## src/rtl/gpio_bank_pkg.sv

```systemverilog
package gpio_bank_pkg;

  // Register group index; the order fixes the address map.
  typedef enum logic [2:0] {
    GRP_LVL  = 3'd0,
    GRP_DIR  = 3'd1,
    GRP_SET  = 3'd2,
    GRP_CLR  = 3'd3,
    GRP_RISE = 3'd4,
    GRP_FALL = 3'd5,
    GRP_STAT = 3'd6,
    GRP_ALT  = 3'd7
  } grp_e;

  // Strobes from the decoder to the datapath.
  typedef struct packed {
    logic wr;
    logic rd;
    grp_e grp;
    logic [7:0] sub;   // word index inside the group
  } bus_stb_t;

endpackage

```

## src/rtl/gpio_bank_decode.sv

```systemverilog
module gpio_bank_decode
  import gpio_bank_pkg::*;
#(
  parameter int NUM_PINS = 64,
  parameter int ADDR_W   = 8
) (
  input  logic [ADDR_W-1:0] busAddr,
  input  logic              busWr,
  input  logic              busRd,
  output bus_stb_t          stb
);
  localparam int NW       = NUM_PINS / 32;
  localparam int ALT_BASE = 7 * NW;
  localparam int WORD_END = 9 * NW;

  int unsigned wordIdx;
  logic inRange;

  always_comb begin
    wordIdx = 32'(busAddr);
    inRange = 1'b0;
    stb     = '0;
    stb.grp = GRP_LVL;
    if (wordIdx < ALT_BASE) begin
      inRange = 1'b1;
      stb.grp = grp_e'(3'(wordIdx / NW));
      stb.sub = 8'(wordIdx % NW);
    end else if (wordIdx < WORD_END) begin
      inRange = 1'b1;
      stb.grp = GRP_ALT;
      stb.sub = 8'(wordIdx - ALT_BASE);
    end
    stb.wr = busWr & inRange;
    stb.rd = busRd & inRange;
  end
endmodule

```

## src/rtl/gpio_bank_sync.sv

```systemverilog
module gpio_bank_sync #(
  parameter int WIDTH = 64
) (
  input  logic             clk,
  input  logic             rstN,
  input  logic [WIDTH-1:0] din,
  output logic [WIDTH-1:0] dout
);
  logic [WIDTH-1:0] stage1;

  always_ff @(posedge clk) begin
    if (!rstN) begin
      stage1 <= '0;
      dout   <= '0;
    end else begin
      stage1 <= din;
      dout   <= stage1;
    end
  end
endmodule

```

## src/rtl/gpio_bank_dp.sv

```systemverilog
module gpio_bank_dp
  import gpio_bank_pkg::*;
#(
  parameter int NUM_PINS = 64
) (
  input  logic                  clk,
  input  logic                  rstN,
  input  bus_stb_t              stb,
  input  logic [31:0]           wdata,
  input  logic [NUM_PINS-1:0]   padIn,
  output logic [31:0]           rdata,
  output logic [NUM_PINS-1:0]   padOut,
  output logic [NUM_PINS-1:0]   padOe,
  output logic [2*NUM_PINS-1:0] altSel,
  output logic                  irqOut
);
  localparam int NW = NUM_PINS / 32;
  localparam int AW = 2 * NW;

  logic [NUM_PINS-1:0] lvl, lvlPrev, hit, clrMask;
  logic [NUM_PINS-1:0] dirQ, outQ, riseQ, fallQ, statQ;
  logic [NUM_PINS-1:0] dirD, outD, riseD, fallD, statD;
  logic [2*NUM_PINS-1:0] altQ, altD;

  gpio_bank_sync #(.WIDTH(NUM_PINS)) uSync (
    .clk  (clk),
    .rstN (rstN),
    .din  (padIn),
    .dout (lvl)
  );

  assign hit = (lvl & ~lvlPrev & riseQ) | (~lvl & lvlPrev & fallQ);

  // Next-state of the writable registers.
  always_comb begin
    dirD    = dirQ;
    outD    = outQ;
    riseD   = riseQ;
    fallD   = fallQ;
    altD    = altQ;
    clrMask = '0;
    if (stb.wr) begin
      for (int k = 0; k < NW; k++) begin
        if (stb.sub == 8'(k)) begin
          case (stb.grp)
            GRP_DIR:  dirD[k*32 +: 32]    = wdata;
            GRP_SET:  outD[k*32 +: 32]    = outQ[k*32 +: 32] | wdata;
            GRP_CLR:  outD[k*32 +: 32]    = outQ[k*32 +: 32] & ~wdata;
            GRP_RISE: riseD[k*32 +: 32]   = wdata;
            GRP_FALL: fallD[k*32 +: 32]   = wdata;
            GRP_STAT: clrMask[k*32 +: 32] = wdata;
            default:  ;
          endcase
        end
      end
      if (stb.grp == GRP_ALT) begin
        for (int k = 0; k < AW; k++) begin
          if (stb.sub == 8'(k)) altD[k*32 +: 32] = wdata;
        end
      end
    end
    // A fresh edge outranks a clear in the same cycle.
    statD = (statQ & ~clrMask) | hit;
  end

  always_ff @(posedge clk) begin
    if (!rstN) begin
      lvlPrev <= '0;
      dirQ    <= '0;
      outQ    <= '0;
      riseQ   <= '0;
      fallQ   <= '0;
      statQ   <= '0;
      altQ    <= '0;
    end else begin
      lvlPrev <= lvl;
      dirQ    <= dirD;
      outQ    <= outD;
      riseQ   <= riseD;
      fallQ   <= fallD;
      statQ   <= statD;
      altQ    <= altD;
    end
  end

  // Read multiplexer; set and clear groups read as zero.
  always_comb begin
    rdata = '0;
    if (stb.rd) begin
      for (int k = 0; k < NW; k++) begin
        if (stb.sub == 8'(k)) begin
          case (stb.grp)
            GRP_LVL:  rdata = lvl[k*32 +: 32];
            GRP_DIR:  rdata = dirQ[k*32 +: 32];
            GRP_RISE: rdata = riseQ[k*32 +: 32];
            GRP_FALL: rdata = fallQ[k*32 +: 32];
            GRP_STAT: rdata = statQ[k*32 +: 32];
            default:  ;
          endcase
        end
      end
      if (stb.grp == GRP_ALT) begin
        for (int k = 0; k < AW; k++) begin
          if (stb.sub == 8'(k)) rdata = altQ[k*32 +: 32];
        end
      end
    end
  end

  assign padOut = outQ;
  assign padOe  = dirQ;
  assign altSel = altQ;
  assign irqOut = |statQ;
endmodule

```

## src/rtl/gpio_bank_ctrl.sv

```systemverilog
module gpio_bank_ctrl
  import gpio_bank_pkg::*;
#(
  parameter int NUM_PINS = 64,
  parameter int ADDR_W   = 8
) (
  input  logic                  clk,
  input  logic                  rstN,
  input  logic [ADDR_W-1:0]     busAddr,
  input  logic                  busWr,
  input  logic                  busRd,
  input  logic [31:0]           busWdata,
  output logic [31:0]           busRdata,
  input  logic [NUM_PINS-1:0]   padIn,
  output logic [NUM_PINS-1:0]   padOut,
  output logic [NUM_PINS-1:0]   padOe,
  output logic [2*NUM_PINS-1:0] altSel,
  output logic                  irqOut
);
  bus_stb_t stb;

  gpio_bank_decode #(.NUM_PINS(NUM_PINS), .ADDR_W(ADDR_W)) uDec (
    .busAddr (busAddr),
    .busWr   (busWr),
    .busRd   (busRd),
    .stb     (stb)
  );

  gpio_bank_dp #(.NUM_PINS(NUM_PINS)) uDp (
    .clk    (clk),
    .rstN   (rstN),
    .stb    (stb),
    .wdata  (busWdata),
    .padIn  (padIn),
    .rdata  (busRdata),
    .padOut (padOut),
    .padOe  (padOe),
    .altSel (altSel),
    .irqOut (irqOut)
  );
endmodule

```

## config.mk

```make
export PLATFORM = sky130hd
export DESIGN_NAME = gpio_bank_ctrl
export DESIGN_NICKNAME = d
export VERILOG_FILES = /design/src/rtl/gpio_bank_pkg.sv /design/src/rtl/gpio_bank_decode.sv /design/src/rtl/gpio_bank_sync.sv /design/src/rtl/gpio_bank_dp.sv /design/src/rtl/gpio_bank_ctrl.sv
export SDC_FILE = /design/constraint.sdc
export NUM_CORES = 1
export LEC_CHECK = 0
export CORE_AREA = 8 8 208 310
export CTS_BUF_LIST = sky130_fd_sc_hd__clkbuf_4 sky130_fd_sc_hd__clkbuf_8 sky130_fd_sc_hd__clkbuf_16
export DETAILED_ROUTE_END_ITERATION = 12
export DIE_AREA = 0 0 216 318
export PLACE_DENSITY = 0.68
export SYNTH_ARGS = -nofsm -noshare
export SYNTH_HDL_FRONTEND = slang
export SYNTH_HIERARCHICAL = 1
export SYNTH_SLANG_ARGS = --single-unit
```

## constraint.sdc

```tcl
create_clock -name clk -period 3.3 [get_ports clk]
set_input_delay 0.33 -clock clk [delete_from_list [all_inputs] [get_ports clk]]
set_output_delay 0.33 -clock clk [all_outputs]
set_load 0.05 [all_outputs]
```

==> out/metrics.csv <==
stage,metric,value,unit
global_routing,grt_usage,0.295,
sta,fin_crit,3.22,ns
power_and_ir_drop,max-vdd-ir-drop,0.351,mV
clocking,insertion_delay,0.61,ns
job,maxCapViolCount,0,
worst_hold_path,min_path_type,input port to register,
synthesis,synth-compound-area-share,0.146,
placement,port_buffers,396,
floorplan,die_x,216,microns
power_and_ir_drop,power.leakage,0.0139,uW
detailed_routing,drtPass1Iterations,6,
worst_setup_path,worstPathArrival,2.89,ns
sta,layout_worst_path_cycle_share,0.976,
detailed_routing,ant_nets,0,
clocking,h-tree-depth,3,
final_layout,nFillCells,5115,
placement,dpl.hpwl,77500,microns
power_and_ir_drop,report.power.total,16600,uW
worst_setup_path,cp-start-kind,register,
synthesis,netlist_area,0.0267,sq mm
clocking,clock-sinks,640,
clocking,clock_path_buffers,3,
placement,gp_congestion,0.945,
final_layout,drive_gt1_frac,0.172,
clocking,clk_pin_slew,0.06,ns
worst_hold_path,min_from,rstN,
worst_setup_path,path_max_fanout,3,
sta,clock.fmax,0.310,GHz
sta,maxSlewViolCount,0,
synthesis,ys_ff_latch,640,
power_and_ir_drop,powerDensity,462,mW/mm^2
floorplan,die_y,318,microns
synthesis,synthTopCellsByArea,"dfxtp_1, nand2_1, mux2i_1, a21boi_0, and2_1",
global_routing,grt_pass1_wl,154000,microns
status,status,finished clean,
placement,dp_cells,4010,
floorplan,start_util,0.446,
sta,grt_setup_unrepaired,no,
synthesis,syn_area_per_cell,9.31,sq um
final_layout,area_growth_syn_to_layout,34.7,%
placement,dpl_worst_slack,-0.624,ns
sta,worst_slack,0.0777,ns
floorplan,num_io_pins,397,
worst_setup_path,required,2.97,ns
synthesis,yosysTopAreaCellShare,0.481,
global_routing,antenna_found_initial,3,
detailed_routing,wirelength,106000,microns
floorplan,dieArea,0.0687,sq mm
synthesis,synth_top_family_by_area,simple AND/OR/NAND/NOR gates,
synthesis,synth-edff-count,0,
global_routing,overflow,0,
sta,worst_pin_slew,0.965,ns
synthesis,ys.flop_type,dfxtp_1,
worst_setup_path,endpoint_kind,primary output,
detailed_routing,vias,23874,
detailed_routing,drt_iter0_drc,2147,
clocking,cts_tree,yes,
detailed_routing,routed_via_density,5.73,
synthesis,yosys.area_share.simple,0.197,
synthesis,yosysSeqAreaShare,0.481,
synthesis,synth_area_leader_cell,dfxtp_1,
detailed_routing,wl_per_cell,25.5,microns
clocking,root_buffer,clkbuf_16,
clocking,cts_hold_repair.buffers,0,
sta,relSlewSlack,0.357,
final_layout,nNetsFinal,3437,
worst_setup_path,worstSetupPathType,register to primary output,
global_routing,grt_max_degree,215,
global_routing,grt_pass1_vias,24207,
synthesis,yosys.area_share.adder,0.000469,
sta,tns,0,ns
synthesis,synthXorXnorAreaFrac,0,
synthesis,synth.distinct_cells,60,
clocking,numCtsBuffers,66,
floorplan,fp-row-count,110,
synthesis,postSynthCellCount,2864,
worst_setup_path,r2r-start,uDp/riseQ[16],
final_layout,fin_cells,4164,
worst_setup_path,cp-startpoint,uDp/statQ[26],
sta,hold_viol,0,
sta,finClkSkew,0.0213,ns
floorplan,core,0.0597,sq mm
synthesis,ys_warn_count,6,
synthesis,synthArstFlopShare,0,
detailed_routing,drcViolationCount,0,
sta,finalSetupViolCount,0,
synthesis,synth.mux.area_fraction,0.133,
==> cell usage after synthesis (all sizes together) (5+ instances only) <==
cell / count
a21boi: 192
nand3: 99
o31ai: 17
dfxtp: 640
mux4: 41
a221oi: 26
a22oi: 9
o21ai: 202
a21o: 6
nand3b: 65
buf: 92
nor4: 18
nor3: 18
a32o: 13
clkbuf: 153
and3: 5
nand2: 641
nand4: 5
mux2: 30
o22ai: 13
a211oi: 13
o21a: 64
mux2i: 229
nor2: 28
and2: 195
==> power breakdown <==
part / internal, uW / switching [uW] / total [uW]
clock: 4600 / 3180 / 7780
sequential: 7820 / 59.9 / 7880
combinational: 392 / 526 / 917
==> what timing repair did <==
item                                    4_1_cts  5_1_grt
gates resized for setup                      93       41
cloned                                        4        4
endpoints found under the setup margin       33       32
pin swaps                                    15       25
buffers inserted                             20        8
==> critical path: stages (launching register included) <==
cell,delay (ns)
dfxtp_1,0.34
nor4_1,0.62
nand4_1,0.17
or4_1,0.67
dlygate4sd2_1,0.48
==> stage by stage <==
step                       util  area (sq um)  hold WS [ns]
final                     0.601         35900         0.262
after global routing      0.601         35900         0.287
after CTS                 0.597         35600         0.258
after detailed placement  0.548         32700         0.418
after global placement    0.548         32700         0.416
after floorplan               -         26700         0.412
==> layer usage <==
metal | up-vias | wire, microns | track usage | share of wire
li1 | 10787 | - | - | -
met3 | 412 | 6930 | 0.0544 | 0.065
met5 | - | 13 | 0 | 0.00012
met1 | 11506 | 35800 | 0.297 | 0.34
met2 | 1167 | 53300 | 0.520 | 0.50
met4 | 2 | 10300 | 0.250 | 0.097
==> layout by cell type, fill, tap and decap left out, types with 7 or more instances in the layout <==
cell type	instances
mux2i_1	225
a21boi_1	28
clkdlybuf4s50_1	355
a221oi_1	8
o21ai_0	177
o21ai_1	20
clkbuf_16	72
dfxtp_1	640
mux2_2	29
buf_6	20
nand3_1	97
a22oi_1	8
clkbuf_4	12
clkbuf_8	17
nand2_1	634
buf_4	190
a21boi_0	164
nor4_1	16
o31ai_1	13
a221oi_2	15
clkinv_2	10
a211oi_1	7
and2_1	167
o21a_1	64
a32o_1	13
nor2_1	21
and2_2	27
nand3b_1	65
buf_12	53
o22ai_1	10
mux4_2	41
nand2_2	7
nor3_1	8
==> final cells by class <==
type	count	area, sq um	area share
multi-input cells	1977	13200	0.367
flip-flops and latches	640	12800	0.357
repair buffers	640	6650	0.185
clock buffers	97	2030	0.0564
well taps	784	981	0.0273
clock inverters	21	254	0.00707
inverters	3	11.3	0.000314
diodes	2	5.00	0.000139
==> flip-flops by register name, indices dropped and copies added (netlist names), named ones only <==
name	count
uDp/altSel	128
uDp/fallQ	64
uDp/lvlPrev	64
uDp/padOe	64
uDp/riseQ	64
uDp/statQ	64
uDp/uSync/dout	64
uDp/uSync/stage1	64
==> logic make-up after synthesis <==
family / count (synthesis)
DFF: 640
muxes: 300
adders and majority gates: 1
AOI/OAI and AO/OA: 576
and+or+nand+nor: 1098
buffers and inverters: 248
other: 1
==> worst paths after layout <==
path,to,slack [ns],cells past startpoint
hold reg to reg,uDp/uSync/dout[2],0.42,1
setup / recovery,irqOut,0.08,4
setup reg to reg,uDp/statQ[16],2.18,3
hold / removal,uDp/altSel[116],0.26,2
(Power assumes the default switching activity.)
